$ cat config.mk
export PLATFORM = sky130hd
export DESIGN_NAME = dtc_shared_timer
export DESIGN_NICKNAME = d
export VERILOG_FILES = /design/src/rtl/dtc_shared_timer.sv
export SDC_FILE = /design/constraint.sdc
export NUM_CORES = 1
export LEC_CHECK = 0
export CAP_MARGIN = 20
export CORE_MARGIN = 10
export CORE_UTILIZATION = 63
export CTS_BUF_LIST = sky130_fd_sc_hd__clkbuf_16
export DETAILED_ROUTE_END_ITERATION = 6
export PLACE_DENSITY = 0.92
export SLEW_MARGIN = 10
export SYNTH_ARGS = -nofsm -noshare
export SYNTH_HDL_FRONTEND = slang
export SYNTH_SLANG_ARGS = --single-unit
$ cat constraint.sdc
create_clock -name clk_i -period 5.2 [get_ports clk_i]
set_clock_uncertainty 0.1 [all_clocks]
set_input_delay 0.52 -clock clk_i [delete_from_list [all_inputs] [get_ports clk_i]]
set_output_delay 0.52 -clock clk_i [all_outputs]
set_load 0.03 [all_outputs]
$ cat src/rtl/dtc_shared_timer.sv
module dtc_shared_timer #(
  parameter int unsigned CW     = 6,
  parameter int unsigned AW     = 15,
  parameter int unsigned C2C    = 4,
  parameter int unsigned RD2WR  = 5,
  parameter int unsigned WR2RD  = 11,
  parameter int unsigned T_RRD  = 3,
  parameter int unsigned T_RFC  = 51,
  parameter int unsigned T_REFI = 28000
) (
  input  logic clk_i,
  input  logic rst_ni,
  input  logic act_i,
  input  logic rd_i,
  input  logic wr_i,
  input  logic ref_i,
  output logic rd_ok_o,
  output logic wr_ok_o,
  output logic rrd_ok_o,
  output logic rfc_ok_o,
  output logic late_o
);

  logic [CW-1:0] rd_q, rd_d, wr_q, wr_d, rrd_q, rrd_d, rfc_q, rfc_d;
  logic [AW-1:0] age_q, age_d;
  logic          late_q, late_d;

  function automatic logic [CW-1:0] dec(input logic [CW-1:0] c);
    return (c == '0) ? '0 : c - 1'b1;
  endfunction

  function automatic logic [CW-1:0] ld(input logic [CW-1:0] c, input int unsigned n);
    logic [CW-1:0] v;
    v = CW'(n - 1);
    return (v > c) ? v : c;
  endfunction

  always_comb begin
    rd_d  = dec(rd_q);
    wr_d  = dec(wr_q);
    rrd_d = dec(rrd_q);
    rfc_d = dec(rfc_q);
    if (rd_i) begin
      rd_d = ld(rd_d, C2C);
      wr_d = ld(wr_d, RD2WR);
    end
    if (wr_i) begin
      wr_d = ld(wr_d, C2C);
      rd_d = ld(rd_d, WR2RD);
    end
    if (act_i) rrd_d = ld(rrd_d, T_RRD);
    if (ref_i) rfc_d = ld(rfc_d, T_RFC);
  end

  // age counts cycles since last refresh; saturates at the deadline
  always_comb begin
    late_d = late_q;
    if (ref_i) begin
      age_d = '0;
    end else begin
      age_d = (age_q == AW'(T_REFI)) ? age_q : age_q + 1'b1;
      if (age_q >= AW'(T_REFI - 1)) late_d = 1'b1;
    end
  end

  always_ff @(posedge clk_i or negedge rst_ni) begin
    if (!rst_ni) begin
      rd_q   <= '0;
      wr_q   <= '0;
      rrd_q  <= '0;
      rfc_q  <= '0;
      age_q  <= '0;
      late_q <= 1'b0;
    end else begin
      rd_q   <= rd_d;
      wr_q   <= wr_d;
      rrd_q  <= rrd_d;
      rfc_q  <= rfc_d;
      age_q  <= age_d;
      late_q <= late_d;
    end
  end

  assign rd_ok_o  = (rd_q == '0);
  assign wr_ok_o  = (wr_q == '0);
  assign rrd_ok_o = (rrd_q == '0);
  assign rfc_ok_o = (rfc_q == '0);
  assign late_o   = late_q;

endmodule

Word level (Yosys, flattened, before mapping)
Index checks and enable logic that the tools add are counted.

Equal/unequal tests: 2. Muxes and demuxes: 18. Add/subtract/negate cells: 5. Order comparisons: 7. Reductions and logical operators: 5. Bitwise logic cells: 1.

Operators by type and width (number): two-way mux 6 bit (16); two-way mux 15 bit (2); zero test 6 bit (4); subtractor 6 x 1 -> 6 bit (second input constant) (4); > comparator 2 x 6 -> 1 bit (first input constant) (3); adder 15 x 1 -> 15 bit (second input constant) (1); equality test 15 bit (second input constant) (1); >= comparator 15 bit (second input constant) (1); > comparator 3 x 6 -> 1 bit (first input constant) (1); > comparator 4 x 6 -> 1 bit (first input constant) (1); > comparator 6 bit (first input constant) (1); inequality test 2 bit (second input constant) (1); AND reduction 2 bit (1); NOT 1 bit (1).

Output and inout port bits: 5. Word-level logic and storage cells: 44. Flip-flop bits (word level): 40. Bits of input ports: 6.

Longest topological paths before layout
Gate-level depths: netlist (run 1).

Depth after elaboration: 8. Gate-level depth with buffers: 8. Gate-level depth less buffers: 8.

Worst setup path after synthesis (run 1)
No wires, ideal clock.

Path kind: reg-to-output. From: register rrd_q[0]. To: output port rrd_ok_o. Required time: 4580 ps. Path buffers: 0. Slack: 3122 ps. Data arrival time: 1458 ps. Cell stages (with the launch flop): 5. Cells stage by stage: dfrtp_1 > inv_1 > ha_1 > nand2b_1 > nor4_2.

Cells in the longest elaborated chain, start to end: 1.

RTL lines: start: declaration (RTL line 24) `logic [CW-1:0] rd_q, rd_d, wr_q, wr_d, rrd_q, rrd_d, rfc_q, rfc_d;`; start signal: assignment (RTL line 77) `rrd_q <= rrd_d;`; zero test 6 bit (RTL line 86) `assign rrd_ok_o = (rrd_q == '0);`; end: declaration (RTL line 19) `output logic rrd_ok_o,`.

No other way between the ends.

Final worst setup path (run 1)
Same ends and word-level chain as after synthesis.

==> metrics.csv, run 1 <==
stage,metric,value,unit
outcome,status,"complete, no violations",
routing,via_per_inst,5.95,
worst_setup_path,cp.arrival,2.21,ns
finish,diodes,0,
logic_synthesis,yosysUniqueCellTypes,51,
finish,syn_to_final_growth,13.1,%
clocking,post_cts_buffers,0,
routing,via_count,1868,
clocking,cts_hold_buf,0,
power_and_ir_drop,p_per_area,541,mW/mm2
power_and_ir_drop,p_total,1.43,mW
grt,grt_pass1_vias,1836,
clocking,cts_resized,0,
clocking,clk_path_buf_depth,2,
place,dp.cells,306,
place,dp_hpwl,3230,um
logic_synthesis,ys_ff_latch,40,
routing,drc,0,
floorplanning,start_util,64.5,%
worst_setup_path,cpLargestDelayFamily,buffers and inverters,
floorplanning,ios,11,
logic_synthesis,async_flop_share,100,%
sta,worst_pin_slew,0.834,ns
sta,clock.fmax,0.354,GHz
logic_synthesis,synth_ff_type,dfrtp_1,
grt,grt_overflow,0,
worst_setup_path,cpPeakStageDelay,0.76,ns
worst_setup_path,crit_chain,"inv_1, ha_1, nand2b_1, nor4_2, clkdlybuf4s50_1",
sta,fin_hold_ws,0.239,ns
sta,hold_viol,0,
logic_synthesis,ys_warn_count,0,
finish,final_core_util,73.0,%
floorplanning,core,0.00363,mm2
logic_synthesis,seq_area_frac_synth,42.7,%
routing,ant_nets,0,
floorplanning,dieArea,0.00656,mm2
sta,setup_tns,0,ns
finish,nNetsFinal,283,
place,portBuffers,10,
finish,final_area,0.00265,mm2
worst_setup_path,end_kind,primary output,
worst_setup_path,worstSetupPathType,flip-flop to primary output,
power_and_ir_drop,max-vdd-ir-drop,0.371,mV
routing,avgRoutedWirePerCell,14.4,um
grt,grt_max_degree,41,
logic_synthesis,syn_area,0.00234,mm2
place,place_congestion,0.800,
worst_setup_path,path_buf_inv,2,
clocking,cts.sinks,40,
logic_synthesis,synthCells,252,
routing,drt_iter0_markers,162,
floorplanning,die_h,81.0,um
logic_synthesis,synth.avg_cell_area,9.30,um2
sta,slew_violations,0,
worst_setup_path,start_kind,flip-flop,
clocking,clk_latency,0.28,ns
sta,setup_ws,2.37,ns
clocking,cts_buffers,5,
clocking,cts_tree,yes,
place,place_ws,2.68,ns
grt,grt_usage,15.3,%
routing,dr.pass1.iters,4,
worst_setup_path,cpMaxStageDelayCell,clkdlybuf4s50_1,
worst_setup_path,required,4.58,ns
clocking,clk_pin_slew,0.06,ns
place,dpl-instance-area,0.00248,mm2
sta,setup_viol,0,
logic_synthesis,syn-num-nets,270,
routing,routed_wl,4510,um
sta,fin_crit,2.83,ns
clocking,cts_htree_levels,2,
clocking,cts_root_buf,clkbuf_16,
grt,grt_pass1_wl,8050,um
job,cap_violations,0,
sta,relSlewSlack,44.4,%
grt,antenna_found_initial,0,
sta,fin_crit_sh,54.3,%
worst_hold_path,holdCritPathClass,input pin to async pin,
sta,rsz0062_at_grt,false,
logic_synthesis,synth_edf_count,0,
power_and_ir_drop,cellLeakagePower,1.16,nW
finish,layout-drive-gt1-share,6.77,%
worst_setup_path,cp_max_fo,6,
floorplanning,dieWidth,81.0,um
floorplanning,row_count,22,
finish,layout.cells.non_filler,314,
[Yosys cell counts (all sizes together), types with 2 or more instances]
cell type | instances | area share, %
dfrtp | 40 | 43
nor2 | 28 | 4.5
inv | 19 | 3.0
nand2 | 14 | 2.2
o21ai | 13 | 2.8
ha | 12 | 6.4
nor3 | 12 | 2.8
xor2 | 11 | 4.1
nand2b | 9 | 2.4
a21oi | 8 | 1.9
nand3 | 8 | 1.7
xnor2 | 7 | 2.6
and4 | 6 | 2.2
or3 | 6 | 1.8
and3 | 5 | 1.3
nand4 | 5 | 1.3
nor2b | 4 | 1.2
and2 | 3 | 0.80
clkbuf | 3 | 0.48
o21a | 3 | 0.96
o31ai | 3 | 0.96
a21o | 2 | 0.64
a311oi | 2 | 1.0
a31oi | 2 | 0.53
mux2i | 2 | 0.85
nor3b | 2 | 0.64
nor4 | 2 | 0.80
o211ai | 2 | 0.64
o21bai | 2 | 0.64
or2 | 2 | 0.53
[state kept, by name, indices dropped and copies added, names as in the netlist]
name,flops
late_o,1
age_q,15
rd_q,6
wr_q,6
rrd_q,6
rfc_q,6
[layout make-up]
class / count / area, um2
inverter: 19 / 71.3
clock inverter: 3 / 42.5
tap: 48 / 60.1
fill: 257 / 982
clock buffer: 5 / 125
multi-input combinational: 189 / 1260
sequential: 40 / 1000
timing repair buffer: 10 / 95.1
[per-layer routing]
metal	GRT usage [%]	part of all wire [%]
met1	17.4	45
met2	25.9	49
met3	3.97	4.1
met4	7.79	2.3
met5	0	0
[cells by family after synthesis]
logic type | count (synthesis) | synth area share [%]
fa+ha+maj | 12 | 6.40
compound gates | 49 | 14.6
xor+xnor | 18 | 6.72
simple gates | 108 | 25.0
buf+inv | 23 | 3.74
mux | 2 | 0.854
flops | 40 | 42.7
[placed cells by master (no fill, tap or decap), types with 3 or more instances in the layout]
cell             count
nand3_1              8
o21ai_0             13
ha_1                12
nor2b_1              3
o21a_1               3
xnor2_1              7
and4_1               6
nor2_1              28
nand2b_1             9
inv_1               19
dfrtp_1             40
clkdlybuf4s50_1      9
and3_1               5
o31ai_1              3
nor3_1              11
nand4_1              5
xor2_1              11
clkbuf_16            5
nand2_1             14
and2_1               3
or3_1                5
a21oi_1              7
[power by group]
group | leakage, nW | switching (mW) | internal (mW) | total [mW]
clock | 0.0798 | 0.115 | 0.225 | 0.340
sequential | 0.497 | 0.120 | 0.405 | 0.525
combinational | 0.578 | 0.313 | 0.257 | 0.570
[worst paths after layout]
kind | start | to | slack, ns | cells after the start
max | rrd_q[0] | rrd_ok_o | 2.37 | 5
min in group clk_i | late_o | late_o | 0.40 | 2
min | rst_ni | rfc_q[1] | 0.24 | 1
max reg2reg | rd_q[2] | rd_q[0] | 3.08 | 5
max in group asynchronous | rst_ni | age_q[4] | 4.24 | 1
min reg2reg | late_o | late_o | 0.40 | 2
No activity file was read; power rests on OpenSTA's default activity.
==> run 2, diff against run 1 <==
--- a/config.mk
+++ b/config.mk
@@ -7,10 +7,10 @@
 export LEC_CHECK = 0
 export CAP_MARGIN = 20
 export CORE_MARGIN = 10
-export CORE_UTILIZATION = 63
+export CORE_UTILIZATION = 60
 export CTS_BUF_LIST = sky130_fd_sc_hd__clkbuf_16
 export DETAILED_ROUTE_END_ITERATION = 6
-export PLACE_DENSITY = 0.92
+export PLACE_DENSITY = 0.88
 export SLEW_MARGIN = 10
 export SYNTH_ARGS = -nofsm -noshare
 export SYNTH_HDL_FRONTEND = slang
==> constraint.sdc (replaced) <==
create_clock -name clk_i -period 2.7 [get_ports clk_i]
set_clock_uncertainty 0.1 [all_clocks]
set_input_delay 0.27 -clock clk_i [delete_from_list [all_inputs] [get_ports clk_i]]
set_output_delay 0.27 -clock clk_i [all_outputs]
set_load 0.03 [all_outputs]
==> metrics.csv, run 2 (synthesized netlist as in run 1, its figures left out) <==
stage,metric,value,unit,change
sta,slew_violations,0,,unchanged
finish,syn_to_final_growth,13.8,%,
finish,mostFrequentLayoutCells,"dfrtp_1, nor2_1, inv_1",,
sta,worst_pin_slew,0.838,ns,+0.00385 ns
worst_setup_path,crit_chain,"nor3_1, nor2b_1, clkdlybuf4s50_1",,
clocking,cts_htree_levels,2,,unchanged
grt,grt_usage,15.4,%,+0.10 points
sta,hold_viol,24,,+24
clocking,cts_tree,yes,,
worst_setup_path,cpMaxStageDelayCell,clkdlybuf4s50_1,,
clocking,clk_latency,0.28,ns,about the same
place,place_congestion,0.886,,+11%
sta,setup_ws,0.153,ns,-2.22 ns
power_and_ir_drop,cellLeakagePower,1.18,nW,+2.5%
floorplanning,core,0.00372,mm2,+2.3%
sta,fin_crit_sh,94.3,%,
finish,regMostFlops,age_q,,
routing,routed_wl,4580,um,+1.4%
finish,diodes,0,,unchanged
sta,clock.fmax,0.393,GHz,
place,portBuffers,10,,unchanged
clocking,cts_root_buf,clkbuf_16,,
sta,rsz0062_at_grt,false,,
routing,ant_nets,0,,unchanged
worst_setup_path,cpLargestDelayFamily,simple AND/OR/NAND/NOR gates,,
sta,relSlewSlack,44.1,%,-0.26 points
worst_setup_path,required,2.33,ns,-2.25 ns
clocking,cts_buffers,5,,unchanged
grt,antenna_found_initial,0,,unchanged
clocking,clk_pin_slew,0.06,ns,about the same
routing,via_per_inst,6.00,,+0.91%
worst_setup_path,worstSetupPathType,flip-flop to primary output,,
sta,setup_viol,0,,unchanged
clocking,cts_hold_buf,0,,unchanged
worst_setup_path,cp.arrival,2.18,ns,-0.03 ns
finish,layout_commonest_cell,dfrtp_1,,
place,dp.cells,308,,+0.65%
worst_setup_path,path_buf_inv,1,,-1
floorplanning,start_util,63.1,%,-1.4 points
clocking,clk_path_buf_depth,2,,unchanged
worst_setup_path,end_kind,primary output,,
grt,grt_pass1_wl,8280,um,+2.8%
finish,layout.cells.non_filler,316,,+0.64%
outcome,violations,hold timing,,
place,dp_hpwl,3130,um,-3.3%
finish,nNetsFinal,285,,+0.71%
floorplanning,ios,11,,unchanged
floorplanning,dieArea,0.00681,mm2,+3.8%
worst_setup_path,start_kind,flip-flop,,
grt,grt_max_degree,41,,unchanged
routing,via_count,1897,,+1.6%
routing,dr.pass1.iters,4,,unchanged
sta,setup_tns,0,ns,unchanged
outcome,status,finished with violations,,
floorplanning,die_h,82.5,um,+1.9%
routing,drt_iter0_markers,99,,-39%
finish,layout-drive-gt1-share,7.46,%,+0.70 points
finish,largest_reg_flops,15,,unchanged
worst_setup_path,cp_max_fo,7,,+1
routing,avgRoutedWirePerCell,14.5,um,+0.80%
power_and_ir_drop,p_per_area,1040,mW/mm2,+93%
power_and_ir_drop,max-vdd-ir-drop,0.737,mV,+99%
grt,grt_overflow,0,,unchanged
routing,drc,0,,unchanged
worst_hold_path,holdCritPathClass,input pin to async pin,,
clocking,cts.sinks,40,,unchanged
place,place_ws,0.474,ns,-2.21 ns
floorplanning,row_count,22,,unchanged
worst_setup_path,cpPeakStageDelay,0.73,ns,-0.03 ns
job,cap_violations,0,,unchanged
grt,grt_pass1_vias,1922,,+4.7%
sta,fin_hold_ws,-0.00998,ns,-0.249 ns
floorplanning,dieWidth,82.5,um,+1.9%
sta,fin_crit,2.55,ns,
run 2: cell types whose count changed in the layout (fill, tap and decap cells not counted), sizes merged:
cell	previous run	this run
clkdlybuf4s50	9	8
buf	1	3
dlymetal6s2s	0	1
run 2: metal layers:
layer  part of all wire (%)  wire length (um)  track usage, %  up-vias
li1                       -                 -               -      926
met3                    4.0               183            3.35       14
met5                      0                 0               0        -
met2                     49              2240            26.2       54
met4                    2.8               129            9.03        0
met1                     44              2030            17.3      903
run 2: metrics by stage:
step                      instance area (um2)  hold slack (ns)  utilization (%)  total power, mW
after floorplan                          2340           -0.126                -             1.83
after global placement                   2500            0.323             67.2             2.05
after detailed placement                 2500            0.331             67.2             2.09
after CTS                                2670           0.0201             71.8             2.79
after global routing                     2670           0.0592             71.8             3.02
final                                    2670         -0.00998             71.8             2.78
run 2: power breakdown:
group / switching (mW) / internal, mW
Combinational: 0.612 / 0.499
Clock: 0.232 / 0.434
Sequential: 0.228 / 0.780
run 2: cell type report:
cell class	instances	area, um2
flip-flops and latches	40	1000
clock buffers	5	125
fillers	279	1050
repair buffers	12	113
multi-input cells	189	1260
clock inverters	3	42.5
well taps	48	60.1
inverters	19	71.3
run 2: path summary, 6_finish.rpt:
kind                       startpoint       end  slack (ns)  depth (start not counted)
setup / recovery             rfc_q[2]  rfc_ok_o        0.15                          3
hold reg to reg                late_o    late_o        0.37                          2
min in group clk_i             late_o    late_o        0.37                          2
max in group asynchronous      rst_ni  age_q[1]        1.98                          1
setup reg to reg              rd_q[2]   rd_q[0]        0.54                          5
hold / removal                 rst_ni  rrd_q[5]       -0.01                          1
run 2: worst reg2reg max path, cell delays in order (launching register included):
cell and delay, ns:
dfrtp_1 0.42, or3_4 0.43, nor3_1 0.24, mux2i_1 0.32, nand3_1 0.17, o311a_1 0.37
run 2: what timing repair did:
item | in CTS | in global routing
setup buffers | 0 | 0
resized for setup | 0 | 1
setup endpoints to repair | 0 | 1
endpoints found under the hold margin | 0 | 0
